[config.mk]
export PLATFORM = sky130hd
export DESIGN_NAME = diag_spi_slave
export DESIGN_NICKNAME = d
export VERILOG_FILES = /design/src/rtl/diag_spi_pkg.sv /design/src/rtl/diag_spi_edge.sv /design/src/rtl/diag_spi_shift.sv /design/src/rtl/diag_spi_cmd.sv /design/src/rtl/diag_spi_slave.sv
export SDC_FILE = /design/constraint.sdc
export NUM_CORES = 1
export LEC_CHECK = 0
export ABC_CLOCK_PERIOD_IN_PS = 3500
export BUFFER_PORTS_ARGS = -buffer_cell sky130_fd_sc_hd__buf_2
export CAP_MARGIN = 20
export CORE_MARGIN = 2
export CORE_UTILIZATION = 57
export DETAILED_ROUTE_END_ITERATION = 16
export PLACE_DENSITY = 0.82
export SETUP_SLACK_MARGIN = 0.15
export SYNTH_ARGS = -nofsm -noshare
export SYNTH_HDL_FRONTEND = slang
export SYNTH_SLANG_ARGS = --single-unit
[constraint.sdc]
create_clock -name clk_i -period 3.5 [get_ports clk_i]
set_input_delay 1.05 -clock clk_i [delete_from_list [all_inputs] [get_ports clk_i]]
set_output_delay 1.05 -clock clk_i [all_outputs]
set_load 0.005 [all_outputs]
[src/rtl/diag_spi_pkg.sv]
package diag_spi_pkg;
  localparam int unsigned WORD_W = 8;
  localparam int unsigned CMD_W  = 3;
  localparam int unsigned CTRL_W = WORD_W - CMD_W;
  localparam int unsigned REV_W  = 4;
  localparam int unsigned SIN_BIT = 3;
  localparam int unsigned CNT_W  = $clog2(WORD_W + 1);

  typedef enum logic [CMD_W-1:0] {
    CMD_RD_DIAG  = 3'b000,
    CMD_RD_REV   = 3'b001,
    CMD_RD_CTRL  = 3'b011,
    CMD_CLR_DIAG = 3'b100,
    CMD_WR_DIAG  = 3'b110,
    CMD_WR_CTRL  = 3'b111
  } cmd_e;

  typedef enum logic [1:0] {
    SEL_DIAG = 2'd0,
    SEL_REV  = 2'd1,
    SEL_CTRL = 2'd2
  } reply_sel_e;
endpackage

[src/rtl/diag_spi_edge.sv]
module diag_spi_edge (
  input  logic clk_i,
  input  logic rst_ni,
  input  logic csn_i,
  input  logic sck_i,
  output logic csn_fall_o,
  output logic csn_rise_o,
  output logic sck_rise_o,
  output logic sck_fall_o
);
  logic csn_q, sck_q;

  always_ff @(posedge clk_i or negedge rst_ni) begin
    if (!rst_ni) begin
      csn_q <= 1'b1;
      sck_q <= 1'b0;
    end else begin
      csn_q <= csn_i;
      sck_q <= sck_i;
    end
  end

  assign csn_fall_o = csn_q & ~csn_i;
  assign csn_rise_o = ~csn_q & csn_i;
  assign sck_rise_o = ~sck_q & sck_i & ~csn_i;
  assign sck_fall_o = sck_q & ~sck_i & ~csn_i;
endmodule

[src/rtl/diag_spi_shift.sv]
module diag_spi_shift
  import diag_spi_pkg::*;
(
  input  logic              clk_i,
  input  logic              rst_ni,
  input  logic              csn_i,
  input  logic              si_i,
  input  logic              fault_off_i,
  input  logic              csn_fall_i,
  input  logic              sck_rise_i,
  input  logic              sck_fall_i,
  input  logic [WORD_W-1:0] reply_i,
  output logic [WORD_W-1:0] rx_word_o,
  output logic              got_fall_o,
  output logic              so_o,
  output logic              so_oe_o
);
  logic [WORD_W-1:0] tx_q, rx_q;
  logic              seen_rise_q, got_fall_q;

  always_ff @(posedge clk_i or negedge rst_ni) begin
    if (!rst_ni) begin
      tx_q        <= '0;
      rx_q        <= '0;
      seen_rise_q <= 1'b0;
      got_fall_q  <= 1'b0;
    end else if (csn_fall_i) begin
      tx_q        <= reply_i;
      rx_q        <= '0;
      seen_rise_q <= 1'b0;
      got_fall_q  <= 1'b0;
    end else begin
      if (sck_rise_i) begin
        // first rise exposes the MSB, later ones advance
        if (seen_rise_q) tx_q <= {tx_q[WORD_W-2:0], 1'b0};
        seen_rise_q <= 1'b1;
      end
      if (sck_fall_i) begin
        rx_q       <= {rx_q[WORD_W-2:0], si_i};
        got_fall_q <= 1'b1;
      end
    end
  end

  assign so_oe_o    = ~csn_i;
  assign so_o       = seen_rise_q ? tx_q[WORD_W-1] : (fault_off_i | si_i);
  assign rx_word_o  = rx_q;
  assign got_fall_o = got_fall_q;
endmodule

[src/rtl/diag_spi_cmd.sv]
module diag_spi_cmd
  import diag_spi_pkg::*;
(
  input  logic              clk_i,
  input  logic              rst_ni,
  input  logic              frame_end_i,
  input  logic [WORD_W-1:0] rx_word_i,
  input  logic [WORD_W-1:0] diag_i,
  input  logic [REV_W-1:0]  rev_i,
  input  logic              pins_idle_i,
  output logic [CTRL_W-1:0] ctrl_o,
  output logic              diag_clr_o,
  output logic [WORD_W-1:0] reply_o
);
  localparam logic [WORD_W-REV_W-1:0] REV_HEAD = (WORD_W-REV_W)'(4'b0010);

  reply_sel_e        sel_q, sel_d;
  logic [CTRL_W-1:0] ctrl_q, ctrl_wr;
  logic              clr_q, do_write;
  logic [CMD_W-1:0]  cmd;

  assign cmd = rx_word_i[WORD_W-1 -: CMD_W];

  always_comb begin
    unique case (cmd)
      CMD_RD_REV:              sel_d = SEL_REV;
      CMD_RD_CTRL, CMD_WR_CTRL: sel_d = SEL_CTRL;
      default:                 sel_d = SEL_DIAG;
    endcase
  end

  assign do_write = (cmd == CMD_WR_CTRL) || (cmd == CMD_WR_DIAG);

  always_comb begin
    ctrl_wr = rx_word_i[CTRL_W-1:0];
    if (!pins_idle_i) ctrl_wr[SIN_BIT] = ctrl_q[SIN_BIT];
  end

  always_ff @(posedge clk_i or negedge rst_ni) begin
    if (!rst_ni) begin
      sel_q  <= SEL_REV;
      ctrl_q <= '0;
      clr_q  <= 1'b0;
    end else begin
      clr_q <= frame_end_i && (cmd == CMD_CLR_DIAG);
      if (frame_end_i) begin
        sel_q <= sel_d;
        if (do_write) ctrl_q <= ctrl_wr;
      end
    end
  end

  always_comb begin
    unique case (sel_q)
      SEL_REV:  reply_o = {REV_HEAD, rev_i};
      SEL_CTRL: reply_o = {{CMD_W{1'b0}}, ctrl_q};
      default:  reply_o = diag_i;
    endcase
  end

  assign ctrl_o     = ctrl_q;
  assign diag_clr_o = clr_q;
endmodule

[src/rtl/diag_spi_slave.sv]
module diag_spi_slave
  import diag_spi_pkg::*;
(
  input  logic              clk_i,
  input  logic              rst_ni,
  input  logic              csn_i,
  input  logic              sck_i,
  input  logic              si_i,
  output logic              so_o,
  output logic              so_oe_o,
  input  logic [WORD_W-1:0] diag_i,
  input  logic [REV_W-1:0]  rev_i,
  input  logic              fault_off_i,
  input  logic              dis_i,
  input  logic              pwm_i,
  input  logic              dir_i,
  output logic [CTRL_W-1:0] ctrl_o,
  output logic              diag_clr_o
);
  logic csn_fall, csn_rise, sck_rise, sck_fall, got_fall;
  logic [WORD_W-1:0] rx_word, reply;

  diag_spi_edge u_edge (
    .clk_i, .rst_ni, .csn_i, .sck_i,
    .csn_fall_o(csn_fall), .csn_rise_o(csn_rise),
    .sck_rise_o(sck_rise), .sck_fall_o(sck_fall)
  );

  diag_spi_shift u_shift (
    .clk_i, .rst_ni, .csn_i, .si_i, .fault_off_i,
    .csn_fall_i(csn_fall), .sck_rise_i(sck_rise), .sck_fall_i(sck_fall),
    .reply_i(reply), .rx_word_o(rx_word), .got_fall_o(got_fall),
    .so_o, .so_oe_o
  );

  diag_spi_cmd u_cmd (
    .clk_i, .rst_ni,
    .frame_end_i(csn_rise & got_fall),
    .rx_word_i(rx_word), .diag_i, .rev_i,
    .pins_idle_i(~(dis_i | pwm_i | dir_i)),
    .ctrl_o, .diag_clr_o, .reply_o(reply)
  );
endmodule

## Yosys cells after proc, flatten, opt, wreduce, memory -nomap -nowiden

Index checks and enable logic that the tools add are counted.

- Register bits: 28
- Input bits: 21
- Output and inout bits: 8
- Word-level logic and storage cells: 53

- Equal/unequal tests: 7
- Mux-type cells: 12
- Bitwise gates (word level): 15
- Reductions and logical operators: 9

Operators with widths:

| kind | count |
|---|---|
| two-way mux 8 bit | 5 |
| case mux 8 bit (2 select lines) | 1 |
| == test 3 bit, second input constant | 3 |
| bitwise AND 1 bit | 7 |
| nonzero test 2 bit | 3 |
| two-way mux 1 bit | 5 |
| inverter 1 bit | 5 |
| case mux 2 bit (2 select lines) | 1 |
| AND reduction 2 bit | 2 |
| == test 3 x 1 -> 1 bit, second input constant | 1 |
| == test 3 x 2 -> 1 bit, second input constant | 1 |
| bitwise OR 1 bit | 3 |
| AND reduction 3 bit | 1 |
| == test 2 x 1 -> 1 bit, second input constant | 1 |
| == test 2 bit, second input constant | 1 |
| OR reduction 2 bit | 1 |
| logical AND 1 bit | 1 |
| logical OR 1 bit | 1 |

## Longest topological paths before layout

- Depth after elaboration: 5
- Depth in mapped cells: 7
- Mapped depth without buffers: 6

## By module

A second synthesis with hierarchy kept.

- Cells, all modules: 132
- Area total of the unflattened synthesis: 1392.6 µm²

By module, submodules not included:

| module | instances | cells each | area an instance (µm²) | sequential area each (µm²) |
|---|---|---|---|---|
| diag_spi_shift | 1 | 80 | 850.8 | 450.4 |
| diag_spi_cmd | 1 | 44 | 446.7 | 201.4 |
| diag_spi_edge | 1 | 6 | 78.8 | 51.3 |
| diag_spi_slave | 1 | 2 | 16.3 | 0.0 |

## Worst setup path before layout

Ideal clock, no wire load.

- Kind: input port to output port
- From: input port si_i
- To: output port so_o
- Arrival: 1.245 ns
- Data required time: 2.450 ns
- Path slack: 1.205 ns
- Stages on the path: 2
- Path buffers: 0
- Path through: nor2_1 > o21ai_0

- Word-level cells in the longest chain between the ends: 2

Ends and longest elaborated chain:

| item | RTL line | source |
|---|---|---|
| start, declared | diag_spi_slave.sv:8 | `input logic si_i,` |
| bitwise OR 1 bit | diag_spi_shift.sv:46 | `assign so_o = seen_rise_q ? tx_q[WORD_W-1] : (fault_off_i \| si_i);` |
| two-way mux 1 bit | diag_spi_shift.sv:46 |  |
| end, declared | diag_spi_slave.sv:9 | `output logic so_o,` |

Every way passes these cells.

## Worst setup path after layout

Ends and elaborated chain as after synthesis.

==> run_results.csv <==
group,metric,value,unit
status,status,"finished, final reports clean",
die,fp.dieH,52.33,um
clock_tree,cts_setup_buffers,0,
global_route,grt_max_degree,29,
global_route,grt.overflow.total,0,
die,initial_core_util,60.18,%
die,num_rows,17,
clock_tree,cts_resized,0,
worst_setup_path,critical_path_class,"in2out",
final_layout,syn2layout_area_growth,14.00,%
placed_design,place.gp.congestion,0.7912,
pwr,power_density,371.8,mW/mm2
worst_setup_path,cp_common_cell,"buf_2",
pwr,p_leak,0.0007481,uW
job,drv_cap,0,
placed_design,dp_hpwl,2033,um
final_layout,nets,182,
final_layout,n_fill_cell,180,
sta,maxSlewHeadroom,58.35,%
clock_tree,cts_tree,"yes",
sta,rsz0062_at_grt,"false",
yosys,synth-adder-area-share,2.820,%
sta,hold_viol,0,
clock_tree,cts_buffers,3,
placed_design,placed_cells,181,
worst_setup_path,required,2.45,ns
sta,setup_slack,1.017,ns
clock_tree,cts.sinks,28,
clock_tree,htree_levels,1,
yosys,synthCells,128,
yosys,synth_area,0.001331,mm2
die,coreArea,0.002212,mm2
placed_design,pre_cts_ws,1.019,ns
yosys,seq_area_frac_synth,52.82,%
routing,wl,2727,um
sta,max_clock_freq,402.7,MHz
yosys,synth-compound-area-share,13.63,%
yosys,yosys-mux-area-fraction,10.53,%
clock_tree,cts_hold_buf,0,
yosys,syn_area_per_cell,10.40,um2
pwr,peakVddDrop,258.8,uV
sta,skew,0.006332,ns
sta,setup_tns,0,ns
pwr,total_power,564.3,uW
clock_tree,clk_latency,0.33,ns
worst_setup_path,cp_slowest_cell,"buf_2",
yosys,yosys.area.top_type_share,48.87,%
die,die_area,0.002738,mm2
routing,post_drt_wl_per_cell,14.82,um
hold_path,min_from,"u_shift.rx_word_o[7]",
yosys,ys_warn_count,0,
clock_tree,clk_path_buf_depth,2,
die,die_x,52.33,um
routing,dr.pass1.iters,4,
routing,ant_nets,0,
routing,num_vias,1023,
global_route,grt_pass1_vias,979,
worst_setup_path,critPathMaxStageDelay,0.13,ns
global_route,antenna_found_initial,0,
final_layout,drive_gt1_share,28.85,%
global_route,grt_pass1_wl,4319,um
worst_setup_path,critPathLaunch,"si_i",
final_layout,final_cell_mix,"buf_2, dfrtp_1, nand2_1",
final_layout,fin_area,0.001518,mm2
sta,setup_viol,0,
final_layout,mostFrequentLayoutCell,"buf_2",
routing,drc,0,
sta,drv_slew,0,
yosys,synth-seq-cells,28,
yosys,synth_top_family_by_area,"simple AND/OR/NAND/NOR gates",
worst_setup_path,crit_chain,"buf_2 > nor2_1 > o21ai_0 > buf_2",
sta,worstMarginPinSlew,0.6219,ns
global_route,grt_use_total,22.40,%
worst_setup_path,cp-end-kind,"output port",
placed_design,dpl_cell_area,0.001495,mm2
clock_tree,clk_pin_slew_worst_paths,0.14,ns
routing,viasPerCell,5.560,
final_layout,fin_cells,184,
sta,min_period,2.483,ns
yosys,yosysTopAreaCell,"dfrtp_1",
die,io_pins,29,
clock_tree,clockRootBuffer,"clkbuf_4",
worst_setup_path,crit_arrival,1.43,ns
hold_path,hold_path_class,"reg2reg",
sta,post-route-period-util,70.95,%
worst_setup_path,r2r_start,"u_cmd.sel_q[0]",
yosys,synth-simple-area-share,16.26,%
yosys,synthDistinctLibCells,30,
final_layout,diodes,0,
worst_setup_path,cp_max_fo,2,
placed_design,io_buffers,28,
yosys,synth-xor-area-share,0,%
routing,drt-initial-drc-count,20,
worst_setup_path,cp-start-kind,"input pin",
yosys,synth.area.top_cells,"dfrtp_1, mux2i_1, nand2_1",
yosys,synth_nets,152,
-- where the power goes --
group | internal [uW] | switching, uW
Clock | 40.5 | 90.0
Combinational | 32.7 | 39.7
Sequential | 347 | 14.8
Total | 420 | 144
-- flip-flops by register name, summed over array words and instances, names as in the netlist --
register and cells:
u_shift.tx_q 8, u_shift.rx_word_o 8, u_cmd.sel_q 2, u_shift.got_fall_o 1, u_edge.csn_q 1, u_cmd.ctrl_o 5
u_shift.seen_rise_q 1, u_cmd.diag_clr_o 1, u_edge.sck_q 1
-- area by class of cell --
class	instances	area [um2]	area share (%)
clock buffer	3	22.52	1.484
sequential	28	703.2	46.33
multi-input combinational	88	575.6	37.92
inverter	7	26.28	1.731
tap	28	35.03	2.308
timing repair buffer	30	155.1	10.22
-- final timing paths --
check / to / slack [ns] / cells after the start
worst max-delay path: so_o / 1.02 / 4
worst min-delay path: u_cmd.sel_q[0] / 0.49 / 1
worst max register to register: u_shift.tx_q[5] / 1.75 / 6
worst min register to register: u_cmd.sel_q[0] / 0.49 / 1
max in group asynchronous: u_shift.rx_word_o[7] / 2.38 / 1
min in group asynchronous: u_shift.rx_word_o[0] / 0.72 / 1
-- worst max-delay path, delay by kind of cell --
kind                   cells  cell delay (ns)
buffers and inverters      2             0.23
and+or+nand+nor            1             0.08
AOI/OAI and AO/OA          1             0.07
-- layer usage --
metal  GRT usage, %  share of wire, %  up-vias
met5              0                 0        -
met2          39.58                51       25
met1          25.57                43      490
li1               -                 -      504
met4          11.97               1.9        0
met3          3.714               3.6        4
-- per-stage QoR --
stage	utilization [%]	hold slack, ns
global route	68.61	0.5178
finish	68.61	0.4869
floorplan	-	0.4342
CTS	68.61	0.4922
global placement	67.59	0.4551
detailed placement	67.59	0.4680
-- cells by family after synthesis --
kind of cell | count (synthesis)
flip-flops | 28
AND/OR/NAND/NOR | 43
buffers and inverters | 12
AO/OA/AOI/OAI | 29
adder cells (fa/ha/maj) | 3
multiplexers | 13
-- cells in the mapped netlist --
| cell | n |
|---|---|
| a21o_2 | 1 |
| a21oi_1 | 3 |
| a22o_1 | 1 |
| a22oi_1 | 3 |
| a31oi_1 | 3 |
| buf_2 | 3 |
| buf_4 | 1 |
| clkbuf_1 | 1 |
| dfrtp_1 | 26 |
| dfstp_2 | 2 |
| ha_1 | 3 |
| inv_1 | 7 |
| mux2_2 | 4 |
| mux2_4 | 1 |
| mux2i_1 | 8 |
| nand2_1 | 18 |
| nand2_2 | 1 |
| nand3_1 | 1 |
| nand3b_1 | 2 |
| nand3b_4 | 1 |
| nor2_1 | 13 |
| nor2_4 | 1 |
| nor2b_1 | 2 |
| nor2b_2 | 1 |
| nor3_1 | 1 |
| nor3b_1 | 1 |
| nor4b_1 | 1 |
| o211ai_1 | 4 |
| o21ai_0 | 12 |
| o41ai_1 | 2 |
No activity file was read; power rests on OpenSTA's default activity.
